File: config.mk
export PLATFORM = sky130hd
export DESIGN_NAME = oam_cell_fmt
export DESIGN_NICKNAME = d
export VERILOG_FILES = /design/src/rtl/oam_fmt_pkg.sv /design/src/rtl/oam_pos_track.sv /design/src/rtl/oam_hdr_patch.sv /design/src/rtl/oam_crc10_unit.sv /design/src/rtl/oam_cell_fmt.sv
export SDC_FILE = /design/constraint.sdc
export NUM_CORES = 1
export LEC_CHECK = 0
export ABC_AREA = 1
export BUFFER_PORTS_ARGS = -buffer_cell sky130_fd_sc_hd__buf_2
export CAP_MARGIN = 40
export CORE_MARGIN = 2
export CORE_UTILIZATION = 50
export DETAILED_ROUTE_END_ITERATION = 8
export GPL_TIMING_DRIVEN = 0
export PLACE_DENSITY_LB_ADDON = 0.15
export SLEW_MARGIN = 20
export SYNTH_ARGS = -nofsm -noshare
export SYNTH_HDL_FRONTEND = slang
export SYNTH_SLANG_ARGS = --single-unit
File: constraint.sdc
create_clock -name clk -period 1.8 [get_ports clk]
set_input_delay 0.09 -clock clk [delete_from_list [all_inputs] [get_ports clk]]
set_output_delay 0.09 -clock clk [all_outputs]
set_load 0.02 [all_outputs]
File: src/rtl/oam_fmt_pkg.sv
package oam_fmt_pkg;
  localparam int OCT_W    = 8;
  localparam int CRC_W    = 10;
  localparam logic [CRC_W-1:0] CRC_POLY = 10'h233;
  localparam int PAD_BITS = 6;

  typedef struct packed {
    logic        crc_en;
    logic        hdr_mod;
    logic        wr_pti;
    logic        wr_vci;
    logic [2:0]  pti;
    logic [15:0] vci;
  } oam_cmd_t;

  function automatic logic [CRC_W-1:0] crc10_step(input logic [CRC_W-1:0] c, input logic b);
    logic fb;
    fb = c[CRC_W-1] ^ b;
    return {c[CRC_W-2:0], 1'b0} ^ (fb ? CRC_POLY : '0);
  endfunction

  function automatic logic [CRC_W-1:0] crc10_octet(input logic [CRC_W-1:0] c,
                                                   input logic [OCT_W-1:0] d);
    logic [CRC_W-1:0] r;
    r = c;
    for (int i = OCT_W-1; i >= 0; i--) r = crc10_step(r, d[i]);
    return r;
  endfunction

  function automatic logic [CRC_W-1:0] crc10_pad(input logic [CRC_W-1:0] c);
    logic [CRC_W-1:0] r;
    r = c;
    for (int i = 0; i < PAD_BITS; i++) r = crc10_step(r, 1'b0);
    return r;
  endfunction
endpackage

File: src/rtl/oam_pos_track.sv
module oam_pos_track #(
  parameter int CELL_LEN = 53,
  localparam int POS_W   = $clog2(CELL_LEN)
) (
  input  logic             clk,
  input  logic             rst_n,
  input  logic             fire,
  input  logic             sop,
  output logic [POS_W-1:0] pos,
  output logic             in_cell,
  output logic             first,
  output logic             last
);
  logic [POS_W-1:0] pos_q;

  assign pos     = pos_q;
  assign first   = (pos_q == '0);
  assign last    = (pos_q == POS_W'(CELL_LEN-1));
  assign in_cell = !first || sop;

  always_ff @(posedge clk) begin
    if (!rst_n) begin
      pos_q <= '0;
    end else if (fire && in_cell) begin
      pos_q <= last ? '0 : pos_q + 1'b1;
    end
  end
endmodule

File: src/rtl/oam_hdr_patch.sv
module oam_hdr_patch
  import oam_fmt_pkg::*;
#(
  parameter int CELL_LEN = 53,
  localparam int POS_W   = $clog2(CELL_LEN)
) (
  input  logic [POS_W-1:0] pos,
  input  logic [7:0]       din,
  input  oam_cmd_t         cmd,
  output logic [7:0]       dout
);
  logic put_vci, put_pti;

  assign put_vci = cmd.hdr_mod && cmd.wr_vci;
  assign put_pti = cmd.hdr_mod && cmd.wr_pti;

  always_comb begin
    dout = din;
    unique case (pos)
      POS_W'(1): if (put_vci) dout[3:0] = cmd.vci[15:12];
      POS_W'(2): if (put_vci) dout      = cmd.vci[11:4];
      POS_W'(3): begin
        if (put_vci) dout[7:4] = cmd.vci[3:0];
        if (put_pti) dout[3:1] = cmd.pti;
      end
      default: dout = din;
    endcase
  end
endmodule

File: src/rtl/oam_crc10_unit.sv
module oam_crc10_unit
  import oam_fmt_pkg::*;
#(
  parameter int CELL_LEN = 53,
  parameter int HDR_LEN  = 5,
  localparam int POS_W   = $clog2(CELL_LEN),
  localparam int TAIL_HI = CELL_LEN - 2,
  localparam int TAIL_LO = CELL_LEN - 1
) (
  input  logic             clk,
  input  logic             rst_n,
  input  logic             fire,
  input  logic [POS_W-1:0] pos,
  input  logic             crc_en,
  input  logic [7:0]       din,
  output logic [7:0]       dout
);
  logic [CRC_W-1:0] crc_q, base, folded;
  logic             in_body;

  assign base    = (pos == POS_W'(HDR_LEN)) ? '0 : crc_q;
  assign folded  = crc10_pad(crc_q);
  assign in_body = (pos >= POS_W'(HDR_LEN)) && (pos < POS_W'(TAIL_HI));

  always_ff @(posedge clk) begin
    if (!rst_n) begin
      crc_q <= '0;
    end else if (fire) begin
      if (in_body)                        crc_q <= crc10_octet(base, din);
      else if (pos == POS_W'(TAIL_HI))    crc_q <= folded;
    end
  end

  always_comb begin
    dout = din;
    if (crc_en) begin
      if (pos == POS_W'(TAIL_HI))      dout = {6'b0, folded[9:8]};
      else if (pos == POS_W'(TAIL_LO)) dout = crc_q[7:0];
    end
  end
endmodule

File: src/rtl/oam_cell_fmt.sv
module oam_cell_fmt
  import oam_fmt_pkg::*;
#(
  parameter int CELL_LEN = 53,
  parameter int HDR_LEN  = 5,
  localparam int POS_W   = $clog2(CELL_LEN)
) (
  input  logic        clk,
  input  logic        rst_n,
  input  logic        in_valid,
  output logic        in_ready,
  input  logic [7:0]  in_data,
  input  logic        in_sop,
  input  logic        cmd_crc_en,
  input  logic        cmd_hdr_mod,
  input  logic        cmd_wr_pti,
  input  logic        cmd_wr_vci,
  input  logic [2:0]  cmd_pti,
  input  logic [15:0] cmd_vci,
  output logic        out_valid,
  input  logic        out_ready,
  output logic [7:0]  out_data,
  output logic        out_sop,
  output logic        out_eop
);
  logic [POS_W-1:0] pos;
  logic             in_cell, first, last, fire;
  oam_cmd_t         cmd_pin, cmd_q, cmd_eff;
  logic [7:0]       hdr_byte, pay_byte;
  logic             eff_crc, eff_hdr;

  assign cmd_pin = '{crc_en: cmd_crc_en, hdr_mod: cmd_hdr_mod, wr_pti: cmd_wr_pti,
                     wr_vci: cmd_wr_vci, pti: cmd_pti, vci: cmd_vci};

  assign in_ready  = in_cell ? out_ready : 1'b1;
  assign out_valid = in_valid && in_cell;
  assign fire      = in_valid && in_ready;

  oam_pos_track #(.CELL_LEN(CELL_LEN)) u_pos (
    .clk(clk), .rst_n(rst_n), .fire(fire), .sop(in_sop),
    .pos(pos), .in_cell(in_cell), .first(first), .last(last)
  );

  always_ff @(posedge clk) begin
    if (!rst_n) cmd_q <= '0;
    else if (fire && first && in_sop) cmd_q <= cmd_pin;
  end

  assign cmd_eff = first ? cmd_pin : cmd_q;
  assign eff_crc = cmd_eff.crc_en;
  assign eff_hdr = cmd_eff.hdr_mod;

  oam_hdr_patch #(.CELL_LEN(CELL_LEN)) u_hdr (
    .pos(pos), .din(in_data), .cmd(cmd_eff), .dout(hdr_byte)
  );

  oam_crc10_unit #(.CELL_LEN(CELL_LEN), .HDR_LEN(HDR_LEN)) u_crc (
    .clk(clk), .rst_n(rst_n), .fire(fire), .pos(pos),
    .crc_en(eff_crc), .din(in_data), .dout(pay_byte)
  );

  assign out_data = (pos < POS_W'(HDR_LEN)) ? hdr_byte : pay_byte;
  assign out_sop  = out_valid && first;
  assign out_eop  = out_valid && last;
endmodule

======== After elaboration in Yosys (flattened, before gate mapping) ========
Cells that the tools add are included.
storage, ports and cells
  bits in registers ....................... 39
  bits of input ports ..................... 36
  logic and storage cells ................. 86
cells by class
  add/subtract/negate cells ............... 1
  order comparisons ....................... 3
  equal/unequal tests ..................... 6
  muxes and demuxes ....................... 31
  bitwise operators ....................... 22
  reductions and logical operators ........ 15
operators with widths
  kind                                                                          count
  10-bit 2-to-1 mux                                                             17
  10-bit bitwise XOR                                                            14
  8-bit 2-to-1 mux                                                              5
  23-bit 2-to-1 mux                                                             1
  6-bit by 2-bit equality test with 1-bit output, second input constant         2
  6-bit equality test, second input constant                                    2
  1-bit logical AND                                                             10
  3-bit case mux with 3 select lines                                            1
  4-bit 2-to-1 mux                                                              2
  4-bit case mux with 2 select lines                                            1
  1-bit bitwise XOR                                                             8
  6-bit by 1-bit adder with 6-bit output, second input constant                 1
  6-bit by 1-bit equality test with 1-bit output, second input constant         1
  6-bit by 3-bit equality test with 1-bit output, second input constant         1
  6-bit by 3-bit >= comparator with 1-bit output, second input constant         1
  6-bit zero test                                                               1
  6-bit by 3-bit less-than comparator with 1-bit output, second input constant  1
  6-bit less-than comparator, second input constant                             1
  6-bit 2-to-1 mux                                                              1
  3-bit 2-to-1 mux                                                              1
  1-bit case mux with 2 select lines                                            1
  2-bit AND reduction                                                           1
  2-bit nonzero test                                                            1
  1-bit zero test                                                               1
  2 further kinds                                                               2

======== Longest topological paths before layout ========
  depth after elaboration ................. 27
  mapped depth ............................ 19

======== By module ========
From an unflattened synthesis, not the netlist that was laid out.
unflattened totals
  cells, all modules ...................... 675
  area total of the unflattened synthesis .. 3,975.1 um^2
by module, submodules not included
  module          times used  cells an instance  area an instance (um^2)  sequential area each (um^2)
  oam_cell_fmt    1           285                1,594.0                  460.4
  oam_crc10_unit  1           215                1,353.8                  200.2
  oam_hdr_patch   1           110                546.8                    0.0
  oam_pos_track   1           65                 480.5                    120.1

======== Least setup slack after synthesis ========
No wires, ideal clock.
  kind .................................... register to register
  from .................................... register u_pos.pos_q[0] (netlist: u_pos.pos[0])
  to ...................................... register cmd_q[10] (netlist bit)
  setup time .............................. 0.070 ns
  arrival ................................. 2.014 ns
  slack ................................... -0.284 ns
  stages on the path, launching flop included .. 12
  period minus slack after synthesis ...... 2.084 ns
  cells stage by stage .................... dfxtp_1 inv_1 ha_1 nand3_2 nor2_1 nor2_2 inv_1 nor2_4 nand2_1 buf_2 buf_2 a21oi_1
on the way
  cells in the longest elaborated chain, start to end .. 7
ends and longest elaborated chain
  what                              RTL line             source
  start, declared                   oam_pos_track.sv:14  logic [POS_W-1:0] pos_q;
  start signal, assigned            oam_pos_track.sv:25  pos_q <= last ? '0 : pos_q + 1'b1;
  6-bit zero test *                 oam_pos_track.sv:17  assign first = (pos_q == '0);
  1-bit zero test                   oam_pos_track.sv:19  assign in_cell = !first || sop;
  1-bit logical OR                  oam_pos_track.sv:19
  1-bit 2-to-1 mux                  oam_cell_fmt.sv:35   assign in_ready = in_cell ? out_ready : 1'b1;
  1-bit logical AND                 oam_cell_fmt.sv:37   assign fire = in_valid && in_ready;
  1-bit logical AND * (2 in a row)  oam_cell_fmt.sv:46   else if (fire && first && in_sop) cmd_q <= cmd_pin;
  end signal, assigned              oam_cell_fmt.sv:46
  end, declared                     oam_cell_fmt.sv:28   oam_cmd_t cmd_pin, cmd_q, cmd_eff;
Mark *: on every way between the ends. The rest lies on a longest branch, timed or not.
A chain may end at the register's enable or synchronous reset.

======== Worst setup path after layout ========
  from .................................... register u_pos.pos_q[1] (netlist: u_pos.pos[1])
  to ...................................... output port out_data[2]
on the way
  cells in the longest elaborated chain, start to end .. 6
ends and longest elaborated chain
  what                                            RTL line                                  source
  6-bit zero test                                 oam_pos_track.sv:17
  23-bit 2-to-1 mux                               oam_cell_fmt.sv:49                        assign cmd_eff = first ? cmd_pin : cmd_q;
  1-bit logical AND (on tied branches)            oam_hdr_patch.sv:15, oam_hdr_patch.sv:14
  3-bit 2-to-1 mux, or another cell as far along  oam_hdr_patch.sv:24                       if (put_pti) dout[3:1] = cmd.pti;
  3-bit case mux with 3 select lines              oam_hdr_patch.sv:19                       unique case (pos)
  8-bit 2-to-1 mux *                              oam_cell_fmt.sv:62                        assign out_data = (pos < POS_W'(HDR_LEN)) ? hdr_byte : pay_byte;
  end, declared                                   oam_cell_fmt.sv:22                        output logic [7:0] out_data,
Marked as above.

==> out/metrics.csv <==
metric,value,unit
status,finished with violations,
violated checks,negative setup slack,
area of the core,5921,sq um
Mapped Cells,456,
layout cells sized above 1,40.89,%
CP Max Fanout,6,
global route overflow,0,
Power Density,584.4,nW/um^2
fin crit period,2397,ps
"Most Used Layer, Global Route",met2,
FP Rows,28,
filler instances,459,
clock sink count,39,
antenna violations before repair,0,
Max Clk Rate,417.2,MHz
Seq pwr share,36.2,%
CP Data Required Time,1710,ps
sequential fraction of the synthesis area,25.56,%
clk_lat worst skew,310,ps
final hold vios,0,
sw power,0.9372,mW
Pleak,1.894,nW
most area-consuming cells after synthesis,"dfxtp_1 26%, a21oi_1 10%, nand2_1 9.8%, o21ai_0 9.7%, inv_1 6.6%",
global-route wire length before repair,15190,um
Switching Share,36.76,%
Initial Utilization,51.58,%
Hold Path Class,in -> reg,
total chip power,2.550,mW
IO buf count,46,
GPL Wtd Cong,0.9141,
DR iter-0 viols,451,
clock tree buffer depth,2,
Clk pwr share,26.2,%
Chip Height,82.16,um
Hold EP,cmd_q[9],
Hold Startpoint,cmd_vci[9],
CTS buffer count,5,
fin crit share,133.2,%
worst slack at placement,-514.7,ps
Crit Path Class,reg -> out,
Ports,48,
hold_ws,54.66,ps
"Cell Area, Synth",3054,sq um
worst setup margin,-597.2,ps
syn avg cell area,6.698,sq um
Power Internal,1.612,mW
relative max-transition margin,55.53,%
crit start category,register,
synth-to-layout area growth,42.85,%
Crit. End Element,primary output,
"Warnings, synthesis",0,
Pins Over Slew Limit,0,
Final Setup Violations,36,
clock transition at the registers of the reported paths,90,ps
post-synthesis register bit count,39,
via count,3688,
H-tree lvl count,2,
CTS tree,built,
hold buffers post-CTS,0,
maxcap violations,0,
met1 Usage GRT,38.89,%
ANT cells,0,
"commonest non-fill, non-tap cell in the layout",nand2_1,
Die Area,6749,sq um
Cell variety after synth,42,
met3 Use GR,4.783,%
R2R depth,15,
worst-margin pin slew,667.1,ps
syn_nets,497,
post-synth top area cell,dfxtp_1,
hold depth,3,
total global routing track utilization,29.60,%
first-pass detailed-route iteration total,5,
RSZ-0062 raised after global routing,true,
hpwl dp,6587,um
Wirelength per Cell,16.57,um
r2r startpoint,u_pos.pos[0],
Combinational Power Share,37.6,%
NumNets Final,600,
largest net degree at the start of global routing,14,
Vias/cell,5.808,
Critical R2R Capture,u_crc.crc_q[4],
vias in the first global route,3242,
maximum vdd drop,432.8,uV
"commonest cells after routing, fill and taps aside","76 x nand2_1, 50 x buf_4, 47 x a21oi_1",
chip width,82.16,um
Synth top area share,25.56,%
antenna-violating nets left,0,
arrival time at the worst endpoint,2310,ps
DRC,0,
Worst Skew,15.10,ps
clk root buf,clkbuf_8,
final wirelength,10520,um
met2 global-route usage,49.19,%
worst reg-to-reg setup slack,-430,ps
layer usage:
layer,routed length (um),part of all wire [%]
met4,326,3.1
met5,0,0
met1,4260,40
met3,971,9.2
met2,4960,47
worst max path at each step:
stage	slack [ps]	start	cells past startpoint	endpoint
floorplan	-60	u_pos.pos[1]	14	u_crc.crc_q[4]
global placement	-470	u_crc.crc_q[9]	10	out_data[1]
detailed placement	-510	u_crc.crc_q[9]	10	out_data[1]
CTS	-460	u_crc.crc_q[9]	10	out_data[1]
global route	-680	u_pos.pos[1]	13	out_data[2]
finish	-600	u_pos.pos[1]	13	out_data[2]
power by group through the flow:
stage / Combinational [mW] / Clock [mW] / Sequential [mW]
4_1_cts: 0.834 / 0.667 / 0.922
3_5_place_dp: 0.691 / 0 / 0.944
6_report: 0.958 / 0.669 / 0.923
5_1_grt: 1.03 / 0.697 / 0.928
2_1_floorplan: 0.498 / 0 / 0.940
3_3_place_gp: 0.680 / 0 / 0.942
cell type report:
class | instances | area (sq um) | share of cell area, %
buffer | 17 | 157.7 | 3.613
clock buffer | 6 | 82.58 | 1.893
clock inverter | 2 | 16.27 | 0.3728
inverter | 61 | 251.5 | 5.764
multi-input combinational | 339 | 2296 | 52.62
sequential | 39 | 793.3 | 18.18
tap | 75 | 93.84 | 2.151
timing repair buffer | 96 | 671.9 | 15.40
repair_timing:
| action | CTS | global route |
|---|---|---|
| gates resized for setup | 59 | 64 |
| endpoints found under the setup margin | 37 | 50 |
| gates cloned | 2 | 1 |
| buffers inserted | 37 | 11 |
| pin swaps | 18 | 17 |
registers in the layout, indices dropped and copies added (netlist names):
| signal | cells |
|---|---|
| cmd_q | 23 |
| u_crc.crc_q | 10 |
| u_pos.pos | 6 |
worst max-delay path, cell delays in order (launching register included):
cell and delay (ps):
dfxtp_4 390, inv_6 40, ha_4 160, nand3_4 130, buf_6 120, nor2_2 40, nor3_4 250, nand2_1 130
o21ai_2 90, o21ai_2 90, nand2_1 100, nand3_2 60, a32o_2 250, buf_6 130
cells by family (layout without fill, tap and decap cells):
| logic type | count (synthesis) | in the layout | share of synthesized area (%) |
|---|---|---|---|
| XOR/XNOR | 26 | 26 | 9.054 |
| buffers and inverters | 79 | 182 | 10.77 |
| AO/OA/AOI/OAI | 143 | 143 | 26.47 |
| AND/OR/NAND/NOR | 164 | 165 | 26.10 |
| flip-flops | 39 | 39 | 25.56 |
| adder cells (fa/ha/maj) | 5 | 5 | 2.048 |
synthesized netlist by cell type (all sizes together):
cell type	count
nand3	32
nand2	89
a31oi	3
o221a	1
buf	12
nor3	6
nor3b	1
clkbuf	6
o31ai	1
a221oi	2
o211ai	1
a32o	3
o21ai	66
dfxtp	39
a21oi	63
or2	5
xnor2	11
nor2	31
o2111ai	1
xor2	15
ha	5
inv	60
o221ai	2
clkinv	1
metrics by stage:
stage	cell area, sq um	utilization, %	TNS [ps]	std cells
floorplan	3156	-	-110.2	456
global placement	3480	58.77	-4830	577
detailed placement	3480	58.77	-5629	577
CTS	4094	69.15	-6845	623
global route	4363	73.69	-12980	635
finish	4363	73.69	-8462	635
(Power assumes the default switching activity.)
